==> src/rtl/ssf_pkg.sv <==
package ssf_pkg;

  typedef enum logic {
    ST_IDLE = 1'b0,
    ST_RUN  = 1'b1
  } link_state_e;

  function automatic logic [7:0] fit_len(input logic [7:0] req,
                                         input logic [7:0] lo,
                                         input logic [7:0] hi);
    if (req < lo)      return lo;
    else if (req > hi) return hi;
    else               return req;
  endfunction

endpackage

==> src/rtl/ssf_clkgen.sv <==
// Serial clock generator: half periods of div+1 system clocks, with
// rise/fall event strobes for the sequencer.
module ssf_clkgen #(
  parameter int DIV_W = 8
) (
  input  logic             clk,
  input  logic             rst,
  input  logic             start,
  input  logic             halt,
  input  logic [DIV_W-1:0] div,
  output logic             sclk,
  output logic             rise_evt,
  output logic             fall_evt,
  output logic             active
);

  logic [DIV_W-1:0] hcnt;
  logic             at_end;

  assign at_end   = (hcnt == div);
  assign rise_evt = active & ~sclk & at_end;
  assign fall_evt = active &  sclk & at_end;

  always_ff @(posedge clk) begin
    if (rst) begin
      active <= 1'b0;
      sclk   <= 1'b0;
      hcnt   <= '0;
    end else if (start) begin
      active <= 1'b1;
      sclk   <= 1'b1;
      hcnt   <= '0;
    end else if (active) begin
      if (at_end) begin
        hcnt <= '0;
        if (sclk)      sclk   <= 1'b0;
        else if (halt) active <= 1'b0;
        else           sclk   <= 1'b1;
      end else begin
        hcnt <= hcnt + 1'b1;
      end
    end
  end

endmodule

==> src/rtl/ssf_txpath.sv <==
// Transmit shifter: on each shift event emits the next bit in the
// selected order; 'first' takes a fresh word instead of the shifter.
module ssf_txpath #(
  parameter int DATA_W = 16,
  parameter int LEN_W  = 5
) (
  input  logic              clk,
  input  logic              rst,
  input  logic              shift_evt,
  input  logic              first,
  input  logic [DATA_W-1:0] word,
  input  logic [LEN_W-1:0]  len,
  input  logic              lsb_first,
  output logic              dt
);

  localparam int IDX_W = $clog2(DATA_W);

  logic [DATA_W-1:0] sh;
  logic [DATA_W-1:0] src;
  logic [IDX_W-1:0]  top_idx;
  logic              next_bit;

  always_comb begin
    src      = first ? word : sh;
    top_idx  = IDX_W'(len - 1'b1);
    next_bit = lsb_first ? src[0] : src[top_idx];
  end

  always_ff @(posedge clk) begin
    if (rst) begin
      sh <= '0;
      dt <= 1'b0;
    end else if (shift_evt) begin
      dt <= next_bit;
      sh <= lsb_first ? (src >> 1) : (src << 1);
    end
  end

endmodule

==> src/rtl/ssf_rxpath.sv <==
// Receive shifter: captures one bit per sample event, assembles it in
// the selected order and strobes the finished word one clock later.
module ssf_rxpath #(
  parameter int DATA_W = 16,
  parameter int LEN_W  = 5
) (
  input  logic              clk,
  input  logic              rst,
  input  logic              sample_evt,
  input  logic              first,
  input  logic              last,
  input  logic              din,
  input  logic [LEN_W-1:0]  len,
  input  logic              lsb_first,
  output logic [DATA_W-1:0] rx_data,
  output logic              rx_valid
);

  localparam int IDX_W = $clog2(DATA_W);

  logic [DATA_W-1:0] sh;
  logic [DATA_W-1:0] src;
  logic [DATA_W-1:0] sh_next;
  logic [IDX_W-1:0]  top_idx;
  logic              done;

  always_comb begin
    src     = first ? '0 : sh;
    top_idx = IDX_W'(len - 1'b1);
    if (lsb_first) sh_next = (src >> 1) | (DATA_W'(din) << top_idx);
    else           sh_next = (src << 1) | DATA_W'(din);
  end

  always_ff @(posedge clk) begin
    if (rst) begin
      sh       <= '0;
      done     <= 1'b0;
      rx_data  <= '0;
      rx_valid <= 1'b0;
    end else begin
      if (sample_evt) sh <= sh_next;
      done     <= sample_evt & last;
      rx_valid <= done;
      if (done) rx_data <= sh;
    end
  end

endmodule

==> src/rtl/ssf_master.sv <==
// Framed synchronous serial master: period sequencer plus clock,
// transmit and receive sub-blocks.
module ssf_master
  import ssf_pkg::*;
#(
  parameter int DATA_W  = 16,
  parameter int MIN_LEN = 4,
  parameter int DIV_W   = 8,
  localparam int LEN_W  = $clog2(DATA_W + 1)
) (
  input  logic              clk,
  input  logic              rst,
  input  logic [LEN_W-1:0]  cfg_len,
  input  logic              cfg_lsb_first,
  input  logic [DIV_W-1:0]  cfg_div,
  input  logic [DATA_W-1:0] tx_data,
  input  logic              tx_valid,
  output logic              tx_ready,
  output logic [DATA_W-1:0] rx_data,
  output logic              rx_valid,
  output logic              ser_clk,
  output logic              ser_frm,
  output logic              ser_dout,
  input  logic              ser_din
);

  link_state_e       state;
  logic              busy;
  logic [LEN_W-1:0]  pidx;      // 0: frame period, 1..len: data bits
  logic              pend;
  logic              frm_q;
  logic [LEN_W-1:0]  cur_len;
  logic              cur_lsb;
  logic [DIV_W-1:0]  cur_div;
  logic [DATA_W-1:0] nxt_word;
  logic [LEN_W-1:0]  nxt_len;
  logic              nxt_lsb;
  logic [DIV_W-1:0]  nxt_div;

  logic [LEN_W-1:0]  in_len;
  logic [LEN_W-1:0]  pen_idx;
  logic              rise_evt, fall_evt, clk_active;
  logic              in_last, start_new, halt, take_run, shift_evt;
  logic              sample_evt;
  logic [LEN_W-1:0]  tx_len;
  logic              tx_lsb;

  assign busy    = (state == ST_RUN);
  assign in_len  = LEN_W'(fit_len(8'(cfg_len), 8'(MIN_LEN), 8'(DATA_W)));
  assign pen_idx = LEN_W'(cur_len - 1'b1);

  always_comb begin
    in_last    = (pidx == cur_len);
    start_new  = rise_evt & ((pidx == '0) | (in_last & pend));
    halt       = in_last & ~pend;
    take_run   = rise_evt & (pidx == pen_idx) & ~pend;
    shift_evt  = rise_evt & ~halt;
    sample_evt = fall_evt & (pidx != '0);
    tx_ready   = ~busy | take_run;
    tx_len     = start_new ? nxt_len : cur_len;
    tx_lsb     = start_new ? nxt_lsb : cur_lsb;
  end

  always_ff @(posedge clk) begin
    if (rst) begin
      state    <= ST_IDLE;
      pidx     <= '0;
      pend     <= 1'b0;
      frm_q    <= 1'b0;
      cur_len  <= LEN_W'(MIN_LEN);
      cur_lsb  <= 1'b0;
      cur_div  <= '0;
      nxt_word <= '0;
      nxt_len  <= LEN_W'(MIN_LEN);
      nxt_lsb  <= 1'b0;
      nxt_div  <= '0;
    end else if (!busy) begin
      if (tx_valid) begin
        state    <= ST_RUN;
        pidx     <= '0;
        frm_q    <= 1'b1;
        cur_len  <= in_len;
        cur_lsb  <= cfg_lsb_first;
        cur_div  <= cfg_div;
        nxt_word <= tx_data;
        nxt_len  <= in_len;
        nxt_lsb  <= cfg_lsb_first;
        nxt_div  <= cfg_div;
      end
    end else if (rise_evt) begin
      if (start_new) begin
        pidx    <= LEN_W'(1);
        frm_q   <= 1'b0;
        pend    <= 1'b0;
        cur_len <= nxt_len;
        cur_lsb <= nxt_lsb;
        cur_div <= nxt_div;
      end else if (halt) begin
        state <= ST_IDLE;
        frm_q <= 1'b0;
      end else begin
        pidx <= pidx + 1'b1;
        if (take_run && tx_valid) begin
          pend     <= 1'b1;
          frm_q    <= 1'b1;
          nxt_word <= tx_data;
          nxt_len  <= in_len;
          nxt_lsb  <= cfg_lsb_first;
          nxt_div  <= cfg_div;
        end
      end
    end
  end

  assign ser_frm = frm_q;

  ssf_clkgen #(.DIV_W(DIV_W)) u_clkgen (
    .clk      (clk),
    .rst      (rst),
    .start    (~busy & tx_valid),
    .halt     (halt),
    .div      (cur_div),
    .sclk     (ser_clk),
    .rise_evt (rise_evt),
    .fall_evt (fall_evt),
    .active   (clk_active)
  );

  ssf_txpath #(.DATA_W(DATA_W), .LEN_W(LEN_W)) u_tx (
    .clk       (clk),
    .rst       (rst),
    .shift_evt (shift_evt),
    .first     (start_new),
    .word      (nxt_word),
    .len       (tx_len),
    .lsb_first (tx_lsb),
    .dt        (ser_dout)
  );

  ssf_rxpath #(.DATA_W(DATA_W), .LEN_W(LEN_W)) u_rx (
    .clk        (clk),
    .rst        (rst),
    .sample_evt (sample_evt),
    .first      (pidx == LEN_W'(1)),
    .last       (in_last),
    .din        (ser_din),
    .len        (cur_len),
    .lsb_first  (cur_lsb),
    .rx_data    (rx_data),
    .rx_valid   (rx_valid)
  );

endmodule

==> config.mk <==
export PLATFORM = sky130hd
export DESIGN_NAME = ssf_master
export DESIGN_NICKNAME = d
export VERILOG_FILES = /design/src/rtl/ssf_pkg.sv /design/src/rtl/ssf_clkgen.sv /design/src/rtl/ssf_txpath.sv /design/src/rtl/ssf_rxpath.sv /design/src/rtl/ssf_master.sv
export SDC_FILE = /design/constraint.sdc
export NUM_CORES = 1
export LEC_CHECK = 0
export BUFFER_PORTS_ARGS = -buffer_cell sky130_fd_sc_hd__buf_2
export CORE_MARGIN = 3
export CORE_UTILIZATION = 55
export CTS_BUF_LIST = sky130_fd_sc_hd__clkbuf_16
export CTS_CLUSTER_SIZE = 12
export DETAILED_ROUTE_END_ITERATION = 10
export HOLD_SLACK_MARGIN = 0.08
export PLACE_DENSITY = 0.76
export SYNTH_ARGS = -nofsm -noshare
export SYNTH_HDL_FRONTEND = slang
export SYNTH_SLANG_ARGS = --single-unit
==> constraint.sdc <==
create_clock -name clk -period 5.92 [get_ports clk]
set_input_delay 0.296 -clock clk [delete_from_list [all_inputs] [get_ports clk]]
set_output_delay 0.296 -clock clk [all_outputs]
set_load 0.005 [all_outputs]
# Yosys cells after proc, flatten, opt, wreduce, memory -nomap -nowiden
# Index checks and enable logic that the tools add are counted.
# W data, S select, Z words.
# op_classes
n_mul,0
add_sub_neg,4
muxes,69
n_reduce_logical,15
shifts,1
div,0
n_bitwise,21
n_lt_le_gt_ge,3
eq_ne,12
# ops
op,n
$mux W16,10
$mux W5,16
$mux W8,10
$mux W1,32
$or A15 B16 Y16,1
$or A16 B1 Y16,1
$shl A1 B4 Y16,1
$and A1 B1 Y1,13
$eq A5 B5 Y1,2
$reduce_and A3 Y1,3
$add A8 B1 Y8 const B,1
$eq A8 B8 Y1,1
$ne A2 B1 Y1 const B,4
$reduce_bool A2 Y1,4
$add A5 B1 Y5 const B,1
$eq A5 B1 Y1 const B,1
$gt A5 B5 Y1 const B,1
$logic_not A5 Y1,1
$lt A4 B5 Y1 const B,1
$lt A5 B3 Y1 const B,1
$reduce_and A5 Y1,1
$reduce_bool A5 Y1,1
$sub A5 B1 Y5 const B,1
$bmux W1 S4,1
other kinds (10),16
# totals
in_bits,34
ramBits,0
output_inout_bits,21
memories,0
mem_bits_ro,0
regBits,113
latch_bits,0

# Longest topological paths before layout
# logic_depth
ltp_word,11
depth_mapped,15

# Hierarchy
# A second synthesis with hierarchy kept.
# unflattened
cells_unflattened,731
area_unflattened_um2,6477.5
# modules_own_cells
mod,area_per_inst_um2,instances,cells_each,seq_area_each_um2
ssf_master,3045.4,1,376,1041.0
ssf_rxpath,1674.1,1,178,680.7
ssf_txpath,1186.1,1,117,340.3
ssf_clkgen,571.8,1,60,200.2

# Worst setup path before layout
# OpenSTA, ideal clock, no wires.
# synth_timing
path_kind,reg-to-reg
from,register pidx[0]
to,register u_tx.dt
slack_ns,2.230
path_buffers,2
t_arrival_ns,3.563
period_less_slack_ns,3.690
stages_incl_launch_ff,15
path_cell_list,dfxtp_1 > inv_1 > ha_1 > nor4b_2 > a31o_2 > buf_2 > nand3_1 > and2_1 > ha_1 > clkbuf_1 > mux4_2 > mux4_2 > nor2b_1 > o311ai_1 > nand3_1
# synth_between
elab_chain_cells,9
# synth_lines
item,line,source
start: declaration,ssf_master.sv:29,logic [LEN_W-1:0] pidx;
start signal: assignment,ssf_master.sv:102,pidx <= pidx + 1'b1;
$eq A5 B5 Y1,ssf_master.sv:53,in_last = (pidx == cur_len);
$and A1 B1 Y1,ssf_master.sv:54,start_new = rise_evt & ((pidx == '0) | (in_last & pend));
$or A1 B1 Y1,ssf_master.sv:54,
$and A1 B1 Y1,ssf_master.sv:54,
$mux W5,n/a,
$sub A4 B1 Y4,ssf_txpath.sv:26,top_idx = IDX_W'(len - 1'b1);
$bmux W1 S4,ssf_txpath.sv:27,next_bit = lsb_first ? src[0] : src[top_idx];
$mux W1 (not written as such),ssf_txpath.sv:27,
$mux W1,ssf_txpath.sv:27,
end signal: assignment,ssf_txpath.sv:35,dt <= next_bit;
end: declaration,ssf_txpath.sv:14,output logic dt
# Parallel ways exist; a longest one is shown, timed or not. The select of a mux whose other input is x is not followed.
# A chain may end at the register's enable or synchronous reset.

# Final worst setup path
# Ends and elaborated chain as after synthesis.

==> run_results.csv <==
group,metric,value,unit
layout,num_antenna_cells,0,
status,status,"finished clean",
logic_synthesis,ys_warn_count,0,
global_route,overflow,0,
timing,relSlewSlack,27.98,%
power,power.switching,0.5212,mW
drt,avgViaCountPerCell,6.156,
power,combPwrFrac,11.2,%
clocking,cts_sinks,113,
power,seq_power_share,39.5,%
clocking,cts_resized,0,
logic_synthesis,async_reset_ff_share,0,%
floorplanning,top_level_ports,55,
layout,final_cell_area,0.007053,mm²
placed_design,gp_congestion,0.9164,
clocking,clock_latency,410,ps
global_route,grt_usage,24.76,%
clocking,postCtsSetupRepairBufs,0,
clocking,cts_buffers,17,
placed_design,pre_cts_ws,1940,ps
setup_path,start_kind,"flip-flop",
timing,slew_viol_final,0,
layout,fillers,946,
layout,final_util,64.50,%
drt,drtPass1Iterations,4,
timing,setup_viol,0,
setup_path,endpoint_kind,"flip-flop",
floorplanning,die_h,112.2,µm
logic_synthesis,synthCells,735,
timing,hold_violations,0,
drt,initialDrtViolationCount,382,
global_route,grt_max_degree,75,
clocking,cts_root_buf,"clkbuf_16",
global_route,antenna_found_initial,0,
logic_synthesis,synthesis.nets,775,
drt,vias,5571,
logic_synthesis,postSynth.topFlopCell,"dfxtp_1",
setup_path,worstSetupPathType,"reg2reg",
layout,drive_gt1_share,15.95,%
drt,wire_per_inst,16.71,µm
hold_path,hold_path_class,"in2reg",
floorplanning,die_area,0.01259,mm²
placed_design,dp_hpwl,10450,µm
logic_synthesis,ys_types,53,
power,p_leak,2.737,nW
floorplanning,coreArea,0.01094,mm²
layout,multiInputGateArea,0.003656,mm²
setup_path,r2r_start,"pidx[0]",
timing,min_period_over_period,67.63,%
power,p_int,1.574,mW
drt,post-route-drc-count,0,
floorplanning,die_width,112.2,µm
clocking,htreeDepth,4,
clocking,clockBufferDepth,2,
flow_run,cap_viol_max_count,0,
layout,regArea,0.002262,mm²
floorplanning,start_util,56.73,%
placed_design,portBuffers,54,
clocking,postCtsHoldBufs,0,
timing,tns,0,ps
setup_path,critPathLaunch,"pidx[0]",
logic_synthesis,synth_edf_count,0,
timing,holdWs,116.8,ps
global_route,grt_pass1_wl,25650,µm
layout,syn_to_final_growth,13.69,%
timing,worst_slew_pin_slew,1079,ps
layout,nets,792,
timing,rsz0062_at_grt,"false",
layout,final_cell_mix,"113 x dfxtp_1, 80 x nor2_1, 79 x nand2_1, 69 x a21oi_1, 54 x buf_2",
global_route,grt_pass1_vias,5285,
clocking,cts_tree,"yes",
logic_synthesis,ys_seq_elements,113,
power,p_per_area,297.0,mW/mm²
logic_synthesis,avgSynthCellArea,8.440,µm²
placed_design,placed_area,0.006454,mm²
power,peakVddDrop,206.7,µV
setup_path,regToRegSetupSlack,1920,ps
drt,drt_wl_total,15120,µm
hold_path,hold_path.startpoint,"tx_data[0]",
timing,max_freq,0.2498,GHz
clocking,cts.reportedPaths.clkPinSlew,50,ps
layout,mostFrequentLayoutCell,"dfxtp_1",
timing,setup_slack,1916,ps
logic_synthesis,syn_area,0.006203,mm²
setup_path,arrival,4290,ps
timing,fin_skew,6.521,ps
setup_path,crit_required,6210,ps
timing,finalCriticalPeriod,4004,ps
power,p_sw_share,24.88,%
floorplanning,row_count,38,
logic_synthesis,ys_seq_area_share,36.47,%
setup_path,cp_max_fo,14,
power,p_clk_share,49.3,%
drt,ant_nets,0,
power by group through the flow:
stage | Sequential, mW | Combinational (mW) | Clock (mW)
2_1_floorplan | 0.820 | 0.190 | 0
3_3_place_gp | 0.840 | 0.227 | 0
3_5_place_dp | 0.842 | 0.232 | 0
4_1_cts | 0.827 | 0.234 | 1.05
5_1_grt | 0.832 | 0.259 | 1.09
6_report | 0.827 | 0.235 | 1.03
critical path, cell delays in order (launching register included):
cell	delay [ps]
dfxtp_1	400
inv_1	90
ha_1	170
nor4b_2	630
a31o_2	370
nand3_1	140
and2_1	190
ha_1	490
mux4_2	370
mux4_2	490
nor2b_1	150
o311ai_1	270
nand3_1	110
Yosys cell counts (7+ instances only):
cell      instances  area, µm²
a21oi_1          69      345.3
dfxtp_1         113       2262
inv_1            10      37.54
nor3_1            9      45.04
mux4_2            9      202.7
mux2i_1          48      480.5
o21ai_0          33      165.2
mux2_2           13      146.4
a41o_1           27      270.3
and3_1            7      43.79
o211ai_1         13      97.59
o31ai_1           8      60.06
xnor2_1          17      148.9
a211oi_1         30      225.2
buf_2             8      40.04
clkbuf_1         52      195.2
nor2_1           80      300.3
nand3_1          20      100.1
xor2_1            8      70.07
nand2_1          79      296.5
metal layers:
metal / GRT usage, % / up-vias / share of wire, %
li1: - / 2742 / -
met1: 31.36 / 2625 / 45
met2: 40.05 / 169 / 48
met3: 6.199 / 35 / 5.5
met4: 11.06 / 0 / 2.3
met5: 0 / - / 0
through the flow:
stage / instances / power (mW)
after floorplan: 735 / 1.010
after global placement: 873 / 1.067
after detailed placement: 873 / 1.074
after CTS: 905 / 2.109
after global routing: 905 / 2.177
final: 905 / 2.095
logic make-up (layout without fill, tap and decap cells):
group | count (synthesis) | in the layout | synth area share, %
buf+inv | 73 | 103 | 4.599
fa+ha+maj | 6 | 6 | 1.210
compound gates | 206 | 206 | 22.49
flops | 113 | 113 | 36.47
xor+xnor | 26 | 26 | 3.893
mux | 70 | 70 | 13.37
simple gates | 241 | 241 | 17.97
final cells by class:
class,count,share of cell area [%]
clock buffer,17,6.032
timing repair buffer,61,4.577
tap,140,2.484
multi-input combinational,549,51.84
inverter,10,0.5322
sequential,113,32.07
clock inverter,15,2.466
path summary, 6_finish.rpt:
path	endpoint	depth (start not counted)
setup / recovery	u_tx.dt	12
hold / removal	nxt_word[0]	2
setup reg to reg	u_tx.dt	12
hold reg to reg	u_rx.rx_data[3]	2
sequential cells by signal (all words and copies together), names as in the netlist, 5 cells and up:
register / flops
nxt_len: 5
u_rx.rx_data: 16
u_tx.sh: 16
cur_len: 5
u_rx.sh: 16
nxt_div: 8
cur_div: 8
nxt_word: 16
u_clkgen.hcnt: 8
pidx: 5
Note: power is estimated with default switching activity, not from simulation.
